`src/rtl/emb_tmr_pkg.sv`:
```
package emb_tmr_pkg;
   typedef enum logic [1:0] {
      WSEL_CTRL = 2'd0,
      WSEL_STAT = 2'd1,
      WSEL_PIT  = 2'd2,
      WSEL_NONE = 2'd3
   } wsel_e;

   localparam logic [31:0] CTRL_KEEP = 32'hFFC0_0000;
   localparam logic [31:0] STAT_W1C  = 32'hFC00_0000;

   // control field positions
   localparam int C_WD_PER  = 30;
   localparam int C_WD_KIND = 28;
   localparam int C_WD_IE   = 27;
   localparam int C_PIT_IE  = 26;
   localparam int C_FIT_PER = 24;
   localparam int C_FIT_IE  = 23;
   localparam int C_PIT_ARE = 22;

   // status field positions
   localparam int S_WD_EN   = 31;
   localparam int S_WD_INT  = 30;
   localparam int S_PIT     = 27;
   localparam int S_FIT     = 26;
endpackage

```
`src/rtl/emb_tmr_period.sv`:
```
module emb_tmr_period #(
   parameter int BASE_EXP = 9,
   parameter int EXP_STEP = 4,
   localparam int TOP_EXP = BASE_EXP + 3 * EXP_STEP
) (
   input  logic               tick,
   input  logic [TOP_EXP-1:0] tb,
   input  logic [1:0]         sel,
   output logic               evt
);
   logic [3:0] hit;

   for (genvar g = 0; g < 4; g++) begin : g_tap
      localparam int E = BASE_EXP + g * EXP_STEP;
      assign hit[g] = &tb[E-1:0];
   end

   assign evt = tick & hit[sel];
endmodule

```
`src/rtl/emb_tmr_pit.sv`:
```
module emb_tmr_pit #(
   parameter int PIT_W = 32
) (
   input  logic             clk,
   input  logic             rst_n,
   input  logic             tick,
   input  logic             ld,
   input  logic [PIT_W-1:0] ld_val,
   input  logic             ie,
   input  logic             are,
   output logic [PIT_W-1:0] cnt,
   output logic             expire
);
   localparam logic [PIT_W-1:0] ONE = {{(PIT_W-1){1'b0}}, 1'b1};

   logic [PIT_W-1:0] cnt_q, rel_q;
   logic             running;

   assign running = (rel_q > ONE) && ie && (cnt_q != '0);
   assign expire  = tick && running && (cnt_q == ONE) && !ld;
   assign cnt     = cnt_q;

   always_ff @(posedge clk or negedge rst_n) begin
      if (!rst_n) begin
         cnt_q <= '0;
         rel_q <= '0;
      end else if (ld) begin
         cnt_q <= ld_val;
         rel_q <= ld_val;
      end else if (tick && running) begin
         if (cnt_q == ONE) cnt_q <= are ? rel_q : '0;
         else              cnt_q <= cnt_q - ONE;
      end
   end

   AST_PIT_HOLD: assert property (@(posedge clk) disable iff (!rst_n)
      (!ld && !(tick && running)) |=> $stable(cnt_q));
   AST_PIT_RELOAD: assert property (@(posedge clk) disable iff (!rst_n)
      (expire && are) |=> (cnt_q == $past(rel_q)));
   AST_PIT_PARK: assert property (@(posedge clk) disable iff (!rst_n)
      (expire && !are) |=> (cnt_q == '0));
endmodule

```
`src/rtl/emb_tmr_wdog.sv`:
```
module emb_tmr_wdog (
   input  logic       clk,
   input  logic       rst_n,
   input  logic       step,
   input  logic       ie,
   input  logic [1:0] kind,
   input  logic [3:0] clr,
   output logic [3:0] st,
   output logic       irq,
   output logic [2:0] rst_pulse
);
   logic [3:0] st_q, st_n;
   logic       irq_q, irq_n;
   logic [2:0] rp_q, rp_n;

   always_comb begin
      st_n  = st_q & ~clr;
      irq_n = irq_q & ~clr[2];
      rp_n  = '0;
      if (step) begin
         if (!st_q[3]) begin
            st_n[3] = 1'b1;
         end else if (!st_q[2]) begin
            st_n[2] = 1'b1;
            if (ie) irq_n = 1'b1;
         end else begin
            st_n[1:0] = kind;
            case (kind)
               2'd1:    rp_n = 3'b001;
               2'd2:    rp_n = 3'b010;
               2'd3:    rp_n = 3'b100;
               default: rp_n = 3'b000;
            endcase
         end
      end
   end

   always_ff @(posedge clk or negedge rst_n) begin
      if (!rst_n) begin
         st_q  <= '0;
         irq_q <= 1'b0;
         rp_q  <= '0;
      end else begin
         st_q  <= st_n;
         irq_q <= irq_n;
         rp_q  <= rp_n;
      end
   end

   assign st        = st_q;
   assign irq       = irq_q;
   assign rst_pulse = rp_q;

   AST_WD_ONE_RESET: assert property (@(posedge clk) disable iff (!rst_n)
      $onehot0(rp_q));
   AST_WD_RESET_LATE: assert property (@(posedge clk) disable iff (!rst_n)
      (|rp_q) |-> $past(st_q[3] & st_q[2]));
   AST_WD_KIND_KEPT: assert property (@(posedge clk) disable iff (!rst_n)
      (|rp_q) |-> (st_q[1:0] != 2'd0));
   AST_WD_ORDER: assert property (@(posedge clk) disable iff (!rst_n)
      $rose(st_q[2]) |-> $past(st_q[3]));
endmodule

```
`src/rtl/emb_tmr_top.sv`:
```
module emb_tmr_top
   import emb_tmr_pkg::*;
#(
   parameter int PIT_W        = 32,
   parameter int FIT_BASE_EXP = 9,
   parameter int WD_BASE_EXP  = 17,
   parameter int EXP_STEP     = 4
) (
   input  logic             clk,
   input  logic             rst_n,
   input  logic             tick,
   input  logic             wr_en,
   input  logic [1:0]       wr_sel,
   input  logic [31:0]      wr_data,
   output logic [31:0]      ctrl_o,
   output logic [31:0]      stat_o,
   output logic [PIT_W-1:0] pit_cnt_o,
   output logic             irq_pit,
   output logic             irq_fit,
   output logic             irq_wdt,
   output logic             rst_core_req,
   output logic             rst_chip_req,
   output logic             rst_sys_req
);
   localparam int FIT_TOP = FIT_BASE_EXP + 3 * EXP_STEP;
   localparam int WD_TOP  = WD_BASE_EXP + 3 * EXP_STEP;
   localparam int TB_W    = (FIT_TOP > WD_TOP) ? FIT_TOP : WD_TOP;

   if (PIT_W < 2 || PIT_W > 32) begin : g_bad_pit_w
      $error("PIT_W must lie in 2..32");
   end
   if (FIT_BASE_EXP < 1 || WD_BASE_EXP < 1 || EXP_STEP < 0) begin : g_bad_exp
      $error("period exponents must be positive");
   end
   if (TB_W > 63) begin : g_bad_tb_w
      $error("time base wider than 63 bits");
   end

   logic            wr_ctrl, wr_stat, wr_pit;
   logic [31:22]    ctrl_q;
   logic [31:26]    stat_clr;
   logic [TB_W-1:0] tb_q;
   logic            fit_evt, wd_evt, pit_exp;
   logic            pit_st_q, fit_st_q, pit_irq_q, fit_irq_q;
   logic [3:0]      wd_st;
   logic [2:0]      wd_rp;
   logic            wd_ie_eff;
   logic [1:0]      wd_kind_eff;

   assign wr_ctrl  = wr_en && (wr_sel == WSEL_CTRL);
   assign wr_stat  = wr_en && (wr_sel == WSEL_STAT);
   assign wr_pit   = wr_en && (wr_sel == WSEL_PIT);
   assign stat_clr = wr_stat ? (wr_data[31:26] & STAT_W1C[31:26]) : '0;

   always_ff @(posedge clk or negedge rst_n) begin
      if (!rst_n)    tb_q <= '0;
      else if (tick) tb_q <= tb_q + 1'b1;
   end

   always_ff @(posedge clk or negedge rst_n) begin
      if (!rst_n)       ctrl_q <= '0;
      else if (wr_ctrl) ctrl_q <= wr_data[31:22] & CTRL_KEEP[31:22];
   end

   emb_tmr_period #(.BASE_EXP(FIT_BASE_EXP), .EXP_STEP(EXP_STEP)) u_fit_per (
      .tick (tick),
      .tb   (tb_q[FIT_TOP-1:0]),
      .sel  (ctrl_q[C_FIT_PER+1:C_FIT_PER]),
      .evt  (fit_evt)
   );

   emb_tmr_period #(.BASE_EXP(WD_BASE_EXP), .EXP_STEP(EXP_STEP)) u_wd_per (
      .tick (tick),
      .tb   (tb_q[WD_TOP-1:0]),
      .sel  (ctrl_q[C_WD_PER+1:C_WD_PER]),
      .evt  (wd_evt)
   );

   emb_tmr_pit #(.PIT_W(PIT_W)) u_pit (
      .clk    (clk),
      .rst_n  (rst_n),
      .tick   (tick),
      .ld     (wr_pit),
      .ld_val (wr_data[PIT_W-1:0]),
      .ie     (ctrl_q[C_PIT_IE]),
      .are    (ctrl_q[C_PIT_ARE]),
      .cnt    (pit_cnt_o),
      .expire (pit_exp)
   );

   assign wd_ie_eff   = wr_ctrl ? wr_data[C_WD_IE] : ctrl_q[C_WD_IE];
   assign wd_kind_eff = wr_ctrl ? wr_data[C_WD_KIND+1:C_WD_KIND]
                                : ctrl_q[C_WD_KIND+1:C_WD_KIND];

   emb_tmr_wdog u_wdog (
      .clk       (clk),
      .rst_n     (rst_n),
      .step      (wd_evt | wr_ctrl),
      .ie        (wd_ie_eff),
      .kind      (wd_kind_eff),
      .clr       (stat_clr[31:28]),
      .st        (wd_st),
      .irq       (irq_wdt),
      .rst_pulse (wd_rp)
   );

   always_ff @(posedge clk or negedge rst_n) begin
      if (!rst_n) begin
         pit_st_q  <= 1'b0;
         fit_st_q  <= 1'b0;
         pit_irq_q <= 1'b0;
         fit_irq_q <= 1'b0;
      end else begin
         pit_st_q  <= (pit_st_q & ~stat_clr[S_PIT]) | pit_exp;
         fit_st_q  <= (fit_st_q & ~stat_clr[S_FIT]) | fit_evt;
         pit_irq_q <= (pit_irq_q & ~stat_clr[S_WD_EN]) | (pit_exp & ctrl_q[C_PIT_IE]);
         fit_irq_q <= (fit_irq_q & ~stat_clr[S_FIT]) | (fit_evt & ctrl_q[C_FIT_IE]);
      end
   end

   assign ctrl_o       = {ctrl_q, 22'b0};
   assign stat_o       = {wd_st, pit_st_q, fit_st_q, 26'b0};
   assign irq_pit      = pit_irq_q;
   assign irq_fit      = fit_irq_q;
   assign rst_core_req = wd_rp[0];
   assign rst_chip_req = wd_rp[1];
   assign rst_sys_req  = wd_rp[2];

   AST_FIT_STATUS: assert property (@(posedge clk) disable iff (!rst_n)
      fit_evt |=> stat_o[S_FIT]);
   AST_PIT_STATUS: assert property (@(posedge clk) disable iff (!rst_n)
      pit_exp |=> (stat_o[S_PIT] && irq_pit));
   AST_PIT_WITHDRAW: assert property (@(posedge clk) disable iff (!rst_n)
      (wr_stat && wr_data[S_WD_EN] && !pit_exp) |=> !irq_pit);
   AST_WDT_IRQ_DROP: assert property (@(posedge clk) disable iff (!rst_n)
      (wr_stat && wr_data[S_WD_INT] && !wr_ctrl && !wd_evt) |=> !irq_wdt);
endmodule

```
`config.mk`:
```
export PLATFORM = sky130hd
export DESIGN_NAME = emb_tmr_top
export DESIGN_NICKNAME = d
export VERILOG_FILES = /design/src/rtl/emb_tmr_pkg.sv /design/src/rtl/emb_tmr_period.sv /design/src/rtl/emb_tmr_pit.sv /design/src/rtl/emb_tmr_wdog.sv /design/src/rtl/emb_tmr_top.sv
export SDC_FILE = /design/constraint.sdc
export NUM_CORES = 1
export LEC_CHECK = 0
export BUFFER_PORTS_ARGS = -buffer_cell sky130_fd_sc_hd__buf_2
export CAP_MARGIN = 20
export CELL_PAD_IN_SITES_DETAIL_PLACEMENT = 1
export CELL_PAD_IN_SITES_GLOBAL_PLACEMENT = 2
export CORE_ASPECT_RATIO = 1.2
export CORE_MARGIN = 8
export CORE_UTILIZATION = 33
export DETAILED_ROUTE_END_ITERATION = 12
export MAX_ROUTING_LAYER = met4
export PLACE_DENSITY = 0.84
export SKIP_LAST_GASP = 1
export SLEW_MARGIN = 20
export SYNTH_ARGS = -nofsm -noshare
export SYNTH_HDL_FRONTEND = slang
export SYNTH_HIERARCHICAL = 1
export SYNTH_SLANG_ARGS = --single-unit
export TNS_END_PERCENT = 100
```
`constraint.sdc`:
```
create_clock -name clk -period 2.5 [get_ports clk]
set_input_delay 0.25 -clock clk [delete_from_list [all_inputs] [get_ports clk]]
set_output_delay 0.25 -clock clk [all_outputs]
set_load 0.02 [all_outputs]
```
==> results of run 1 <==
power groups by stage:
stage / Clock [mW] / Combinational [mW] / Sequential, mW
final: 2.24 / 2.03 / 2.69
after global routing: 2.37 / 2.25 / 2.76
after CTS: 2.29 / 2.04 / 2.68
after detailed placement: 0 / 2.03 / 2.71
after global placement: 0 / 2.00 / 2.69
after floorplan: 0 / 0.928 / 2.92
sequential cells by signal, indices dropped and copies added, names as in the netlist:
name / cells
u_wdog/irq: 1
u_pit/rel_q: 32
u_wdog/st: 4
irq_fit: 1
u_pit/cnt: 32
fit_st_q: 1
irq_pit: 1
ctrl_q: 10
pit_st_q: 1
u_wdog/rst_pulse: 3
tb_q: 29
per-layer routing:
| layer | up-vias | share of wire |
|---|---|---|
| met5 | - | 0 |
| met4 | 0 | 0.022 |
| met3 | 36 | 0.052 |
| met2 | 152 | 0.49 |
| met1 | 2781 | 0.43 |
| li1 | 2642 | - |
worst max-delay path, cell delays in order, from the launching register on:
cell	delay (ns)
dfrtp_1	0.40
nor4_4	0.40
and4_2	0.43
and3_1	0.31
nor2_1	0.07
a311oi_1	0.37
buf_4	0.18
o31ai_1	0.06
worst min path at each step:
stage                      from         endpoint  slack [ns]  cells after the start
CTS                 wr_data[13]  u_pit/rel_q[13]        0.06                      3
floorplan                 rst_n       ctrl_q[22]       -0.05                      0
global route         wr_data[9]   u_pit/rel_q[9]        0.08                      2
detailed placement        rst_n  u_pit/rel_q[20]        0.30                      1
finish               wr_data[1]   u_pit/rel_q[1]        0.07                      3
global placement          rst_n  u_pit/rel_q[20]        0.30                      1
what timing repair did:
| action | in CTS | in global routing |
|---|---|---|
| setup buffers | 0 | 2 |
| hold buffers | 1 | 0 |
| endpoints found under the hold margin | 39 | 0 |
| setup endpoints to repair | 0 | 23 |
| resized for setup | 0 | 7 |
synthesized netlist by cell type, types with 10 or more instances:
cell / n / area share
a21o_1: 12 / 0.014
a21oi_1: 30 / 0.023
and2_1: 15 / 0.014
and3_1: 10 / 0.0097
buf_4: 56 / 0.065
clkbuf_1: 13 / 0.0075
dfrtp_1: 115 / 0.44
inv_1: 30 / 0.017
mux2_2: 11 / 0.019
nand2_1: 47 / 0.027
nand3_1: 12 / 0.0093
nand4_1: 24 / 0.023
nor2_1: 46 / 0.027
nor3_1: 25 / 0.019
nor4_1: 17 / 0.016
o21ai_0: 57 / 0.044
o21ai_1: 18 / 0.014
xnor2_1: 21 / 0.028
cell type report:
cell class	instances	share of cell area
multi-input combinational	513	0.4031
timing repair buffer	138	0.1090
clock buffer	18	0.05546
tap	261	0.04124
sequential	115	0.3634
inverter	30	0.01422
clock inverter	14	0.01359
cells by family (layout without fill, tap and decap cells):
| logic type | after synthesis | after routing | synth area share |
|---|---|---|---|
| AND/OR/NAND/NOR | 246 | 246 | 0.2162 |
| AO/OA/AOI/OAI | 166 | 166 | 0.1592 |
| flip-flops | 115 | 115 | 0.4444 |
| buffers and inverters | 108 | 200 | 0.09758 |
| XOR/XNOR | 29 | 29 | 0.03923 |
| multiplexers | 20 | 20 | 0.03497 |
| adder cells (fa/ha/maj) | 4 | 4 | 0.007730 |
| other | 1 | 48 | 0.0005792 |
per-stage QoR:
step / power [mW] / setup WS, ns
finish: 6.964 / 0.1507
global route: 7.373 / 0.03342
CTS: 7.000 / 0.007928
detailed placement: 4.737 / 0.02306
global placement: 4.692 / 0.08262
floorplan: 3.847 / 0.1572
==> impl_metrics.toml, run 1 <==
[synthesis]
synthCells = 689
synth_edf_count = 0
ys_async_sr_fraction = 1.000
yosysSeqAreaShare = 0.4444
synthFlopType = "dfrtp_1"
netlist_area_sq_um = 6475
ys_seq_elements = 115
ys_warn_count = 6
ys_types = 74
avgSynthCellArea_sq_um = 9.398

[clocking]
clock-root-buffer = "clkbuf_16"
cts_tree = "done"
cts_made_buffers = 17
cts.clk_slew.worst_paths_ns = 0.06
insertion_delay_ns = 0.43
cts_max_level = 4
clock_path_buffers = 2
cts_sinks = 115

[worst_setup_path]
critical_path.endpoint = "u_pit/cnt[27]"
crit_path_start = "u_pit/cnt[19]"
arrival_ns = 2.65
reg2reg_slack_ns = 0.15
start_kind = "register"
cp.required_ns = 2.80
worstRegToRegCells = 7
r2r_start = "u_pit/cnt[19]"
worstSetupEndpointType = "register"
crit_type = "register to register"
r2r_end = "u_pit/cnt[27]"
worst-path-max-fanout = 6

[pwr]
power_frac_comb = 0.292
powerDensity_nw_per_um2 = 879.4
peakVddDrop_v = 0.0004855
pwr-share-seq = 0.386
p_leak_nw = 3.577
swShare = 0.3812
p_int_mw = 4.309
p_clk_frac = 0.322
power_switching_mw = 2.655

[die]
num_io_pins = 140
core_area_sq_um = 19410
die_area_sq_um = 24380
initial_core_util = 0.3336
dieWidth_um = 143.9
row_count = 56
die_height_um = 169.4

[global_route]
use_met2 = 0.2871
grt.total_usage = 0.1812
grt_max_degree = 48
antenna_found_initial = 0
grt_pass1_wl_um = 33300
grtUsageMet3 = 0.04165
grt_use_met1 = 0.2233
grt_overflow = 0
grt_busiest_layer = "met2"
grt_pass1_vias = 6042

[layout]
final_nets = 857
nFillCells = 2317
drive_above_1_share = 0.2548
stdcell_area_sq_um = 7919
regArea_sq_um = 2878
final_cell_mix = "dfrtp_1, buf_2, o21ai_0, conb_1, nand2_1"
utilization = 0.4080
diodes = 0
final_common_cell = "dfrtp_1"
multi_input_area_sq_um = 3192
final_cells = 1089
syn_to_final_growth_pct = 22.30

[sta]
hold_viol_final = 0
tns_ns = 0
rsz0062_at_grt = "false"
finalMaxSlewViolations = 0
setup_viol = 0
clock_skew_ns = 0.009494
max_freq_mhz = 425.7
whs_ns = 0.07123
slew_headroom = 0.5828
tightestPinTransition_ns = 0.6231
period_share = 0.9397
finalCriticalPeriod_ns = 2.349

[flow_run]
drv_cap = 0

[route]
drtPass1Iterations = 6
num_vias = 5611
post-route-drc-count = 0
wire_per_inst_um = 19.13
vias_per_cell = 5.152
routed_wirelength_um = 20840
drtAntennaViolNets = 0
drtIter0Drc = 318

[outcome]
status = "finished clean"

[hold_path]
min_path_type = "input port to register"

[placement]
gp_congestion = 0.8604
placed_cells = 1054
placed_area_sq_um = 7303
port_buffers = 91
hpwlAfterDp_um = 15720
Power figures use the tool's default switching activity.
==> inputs of run 2 (changes only) <==
- CORE_MARGIN: 8 -> 1
==> run 2 against run 1 <==
  * Cell count is the same
  * Register-to-register slack hardly changed
  * Cell area increased by 0.65%
  * Sequential share of layout area decreased by 0.23 points
  * Clock power is 13% higher
  * Worst setup slack got worse by 0.014 ns
  * Maximum frequency is 0.57% lower
  * Clock-buffer cell count grew 3
  * Via count grew 0.23%
  * Utilization is 1.0 points higher
  * Flip-flop and latch count unchanged
  * Wire length is 3.7% lower
==> impl_metrics.toml, run 2 (synthesized netlist as in run 1, its figures left out) <==
[placement]
port_buffers = 91
gp_congestion = 0.8602
hpwlAfterDp_um = 15090

[die]
die_height_um = 155.4
row_count = 55
core_area_sq_um = 19060
dieWidth_um = 129.9
initial_core_util = 0.3397
num_io_pins = 140
die_area_sq_um = 20190

[clocking]
clock-root-buffer = "clkbuf_16"
clock_path_buffers = 2
insertion_delay_ns = 0.42
cts_made_buffers = 17
cts.clk_slew.worst_paths_ns = 0.06
cts_max_level = 4
cts_tree = "done"
cts_sinks = 115
cts_setup_buffers = 0

[route]
drtIter0Drc = 289
wire_per_inst_um = 18.43
post-route-drc-count = 0
drtAntennaViolNets = 0
routed_wirelength_um = 20070
drtPass1Iterations = 6
vias_per_cell = 5.164
num_vias = 5624

[layout]
syn_to_final_growth_pct = 23.09
final_common_cell = "dfrtp_1"
final_cell_mix = "dfrtp_1, buf_2, o21ai_0, buf_4, conb_1"
diodes = 0
drive_above_1_share = 0.2581
final_nets = 862

[worst_setup_path]
crit_type = "register to register"
worst-path-max-fanout = 5
arrival_ns = 2.71
cp.required_ns = 2.84
start_kind = "register"
worstSetupEndpointType = "register"

[global_route]
grt_overflow = 0
grt_max_degree = 53
use_met2 = 0.3667
grt_pass1_wl_um = 32310
antenna_found_initial = 0
grt_busiest_layer = "met2"
grt_pass1_vias = 5832
grt.total_usage = 0.2184
grtUsageMet3 = 0.03989
grt_use_met1 = 0.2660

[sta]
period_share = 0.9451
max_freq_mhz = 423.2
setup_viol = 0
finalMaxSlewViolations = 0
hold_viol_final = 0
finalCriticalPeriod_ns = 2.363
clock_skew_ns = 0.007599
tns_ns = 0
rsz0062_at_grt = "false"
slew_headroom = 0.5389
tightestPinTransition_ns = 0.6917

[flow_run]
drv_cap = 0

[outcome]
status = "finished clean"

[pwr]
powerDensity_nw_per_um2 = 914.1
peakVddDrop_v = 0.0005654
p_total_mw = 7.285
p_leak_nw = 3.614

[hold_path]
min_path_type = "input port to register"
## run 2: worst paths after layout
| path | from | to | slack [ns] | cells after the start |
|---|---|---|---|---|
| min | wr_data[0] | u_pit/cnt[0] | 0.06 | 3 |
| max in group asynchronous | rst_n | tb_q[20] | 1.29 | 3 |
| max reg2reg | u_pit/cnt[19] | u_pit/cnt[26] | 0.14 | 7 |
| max | u_pit/cnt[19] | u_pit/cnt[26] | 0.14 | 7 |
| min reg2reg | fit_st_q | fit_st_q | 0.48 | 1 |
| min in group asynchronous | rst_n | u_pit/rel_q[15] | 0.41 | 2 |
## run 2: critical path: stages (launching register included)
cell	delay, ns
dfrtp_1	0.42
nor4_2	0.43
buf_4	0.20
nand3b_1	0.14
or4_1	0.60
nor2_1	0.24
a21oi_1	0.12
o21ai_1	0.13
## run 2: power breakdown
group          total [mW]  switching [mW]  internal, mW  leakage (nW)
clock network        2.54           0.913          1.62         0.278
logic                2.12            1.30         0.816          1.89
registers            2.63           0.400          2.23          1.45
total                7.29            2.61          4.67          3.61
## run 2: metrics by stage
| stage | cells | setup slack [ns] | utilization | hold WS (ns) | area (sq um) |
|---|---|---|---|---|---|
| after floorplan | 736 | 0.1572 | - | -0.04559 | 6651 |
| after global placement | 1056 | 0.1346 | 0.3842 | 0.3324 | 7325 |
| after detailed placement | 1056 | 0.1139 | 0.3842 | 0.3354 | 7325 |
| after CTS | 1089 | 0.08176 | 0.4169 | 0.04416 | 7948 |
| after global routing | 1089 | 0.01539 | 0.4181 | 0.05310 | 7970 |
| final | 1089 | 0.1371 | 0.4181 | 0.06210 | 7970 |
## run 2: layout make-up
type	instances	area, sq um
clock buffer	21	460.4
clock inverter	11	152.6
fill	2242	11090
inverter	30	112.6
multi-input combinational	513	3171
sequential	115	2878
tap	256	320.3
timing repair buffer	143	875.8
## run 2: per-layer routing
layer / wire length (um) / up-vias
met1: 8747 / 2801
li1: - / 2655
met4: 287 / 0
met5: 0 / -
met2: 10310 / 143
met3: 729 / 25
## run 2: timing repair
action	in CTS	in global routing
gates resized for setup	0	5
setup endpoints to repair	0	6
endpoints found under the hold margin	47	0
hold buffers	1	0
==> inputs of run 3 (changes only) <==
- BUFFER_PORTS_ARGS: -buffer_cell sky130_fd_sc_hd__buf_2 -> -buffer_cell sky130_fd_sc_hd__clkbuf_2
- clock period: 2.5 -> 2.4 ns (I/O delays scaled with it)
==> run 3 against run 2 <==
  * Wire length rose by 1.7%
  * Critical path depth did not move
  * Clock skew rose by 0.00066 ns
  * Maximum frequency rose by 1.3%
  * First-iteration DRC count fell by 16%
  * Sequential power rose by 5%
  * Clock-buffer cell count fell by 1
  * Sequential share of layout area fell by 0.40 points
  * Utilization rose by 0.47 points
  * Combinational power rose by 7%
  * Flip-flop and latch count did not move
  * Worst hold slack got worse by 0.012 ns
==> impl_metrics.toml, run 3 (synthesized netlist as in run 1, its figures left out) <==
[outcome]
status = "finished clean"

[sta]
max_freq_mhz = 428.9
slew_headroom = 0.6259
tightestPinTransition_ns = 0.5569
period_share = 0.9716
finalCriticalPeriod_ns = 2.332
rsz0062_at_grt = "true"
finalMaxSlewViolations = 0
hold_viol_final = 0
whs_ns = 0.05060
setup_viol = 0
clock_skew_ns = 0.008259

[worst_setup_path]
crit_type = "register to register"
slowest_delay_ns = 0.60
worstRegToRegCells = 7
worstSetupEndpointType = "register"
crit_chain = "or4_1 -> nor3_2 -> a31o_2 -> buf_12 -> nor2_1 -> a221oi_1 -> o21ai_0"
arrival_ns = 2.61
crit_path_start = "u_pit/cnt[30]"
cp.required_ns = 2.68
critical_path.endpoint = "u_pit/cnt[14]"
r2r_end = "u_pit/cnt[14]"
r2r_start = "u_pit/cnt[30]"
start_kind = "register"
cp_slowest_cell = "or4_1"
worst-path-max-fanout = 29
reg2reg_slack_ns = 0.07

[route]
vias_per_cell = 5.230
wire_per_inst_um = 18.60
post-route-drc-count = 0
drtIter0Drc = 242
routed_wirelength_um = 20420
num_vias = 5742
drtPass1Iterations = 5
drtAntennaViolNets = 0

[placement]
gp_congestion = 0.8770
placed_area_sq_um = 7422
hpwlAfterDp_um = 15130
port_buffers = 91

[global_route]
grt.total_usage = 0.2166
grt_pass1_wl_um = 32340
grt_pass1_vias = 5847
grt_overflow = 0
grt_max_degree = 44
antenna_found_initial = 0

[die]
initial_core_util = 0.3397
die_height_um = 155.4
core_area_sq_um = 19060
die_area_sq_um = 20190
row_count = 55
num_io_pins = 140
dieWidth_um = 129.9

[clocking]
cts.clk_slew.worst_paths_ns = 0.06
insertion_delay_ns = 0.42
clock-root-buffer = "clkbuf_16"
cts_max_level = 4
clock_path_buffers = 2
cts_sinks = 115
cts_made_buffers = 17
cts_tree = "done"

[layout]
nFillCells = 2261
drive_above_1_share = 0.2684
syn_to_final_growth_pct = 24.46
final_cell_mix = "dfrtp_1, clkbuf_2, o21ai_0, buf_4, conb_1"
final_common_cell = "dfrtp_1"
utilization = 0.4228
final_nets = 871
diodes = 0
stdcell_area_sq_um = 8059

[hold_path]
min_path_type = "input port to register"
hold_start = "wr_data[2]"

[pwr]
powerDensity_nw_per_um2 = 932.1
p_leak_nw = 3.670
peakVddDrop_v = 0.0005011
p_total_mw = 7.512

[flow_run]
drv_cap = 0
run 3: cell types whose count changed in the layout (fill, tap and decap cells not counted), sizes merged:
cell / delta
clkinvlp: -3
bufinv: -1
buf: -81
clkbuf: +89
inv: +1
clkinv: +4
run 3: worst min-delay path by stage:
| stage | cells past startpoint | endpoint | slack [ns] |
|---|---|---|---|
| 2_1_floorplan | 0 | ctrl_q[22] | -0.06 |
| 3_3_place_gp | 1 | u_pit/cnt[15] | 0.19 |
| 3_5_place_dp | 1 | u_pit/rel_q[14] | 0.19 |
| 4_1_cts | 3 | u_pit/cnt[2] | 0.04 |
| 5_1_grt | 3 | u_pit/rel_q[2] | 0.05 |
| 6_report | 3 | u_pit/cnt[2] | 0.05 |
run 3: routing by layer:
metal | part of all wire | up-vias | routed length (um) | track usage
met1 | 0.44 | 2873 | 8937 | 0.2622
met5 | 0 | - | 0 | -
li1 | - | 2675 | - | -
met3 | 0.039 | 30 | 799 | 0.03404
met2 | 0.50 | 164 | 10260 | 0.3649
met4 | 0.021 | 0 | 420 | 0.07198
run 3: worst max-delay path, delay by kind of cell (launching register included):
kind,cells,cell delay [ns]
simple gates,3,0.95
flops,1,0.38
compound gates,3,0.67
buf+inv,1,0.19
run 3: cell type report:
cell class | instances | area (sq um) | area share
Multi-Input combinational cell | 513 | 3198 | 0.3968
Sequential cell | 115 | 2878 | 0.3571
Timing Repair Buffer | 152 | 980.9 | 0.1217
Clock buffer | 20 | 436.7 | 0.05418
Tap cell | 256 | 320.3 | 0.03975
Clock inverter | 12 | 132.6 | 0.01646
Inverter | 30 | 112.6 | 0.01397
run 3: repair_timing:
action,CTS,global route
hold buffers,1,0
buffers inserted,0,1
pin swaps,0,4
setup endpoints to repair,1,31
hold endpoints to repair,23,0
gates resized for setup,1,10
run 3: power breakdown:
group	total, mW	leakage, nW	switching [mW]	internal, mW
combinational	2.26	1.95	1.37	0.884
clock	2.48	0.271	0.954	1.53
sequential	2.77	1.45	0.445	2.33
run 3: through the flow:
| step | setup slack [ns] | setup TNS, ns | instances |
|---|---|---|---|
| floorplan | 0.05723 | 0 | 736 |
| global placement | 0.09145 | 0 | 1064 |
| detailed placement | 0.003971 | 0 | 1064 |
| CTS | 0.007591 | 0 | 1097 |
| global route | -0.05688 | -0.06529 | 1098 |
| finish | 0.06820 | 0 | 1098 |
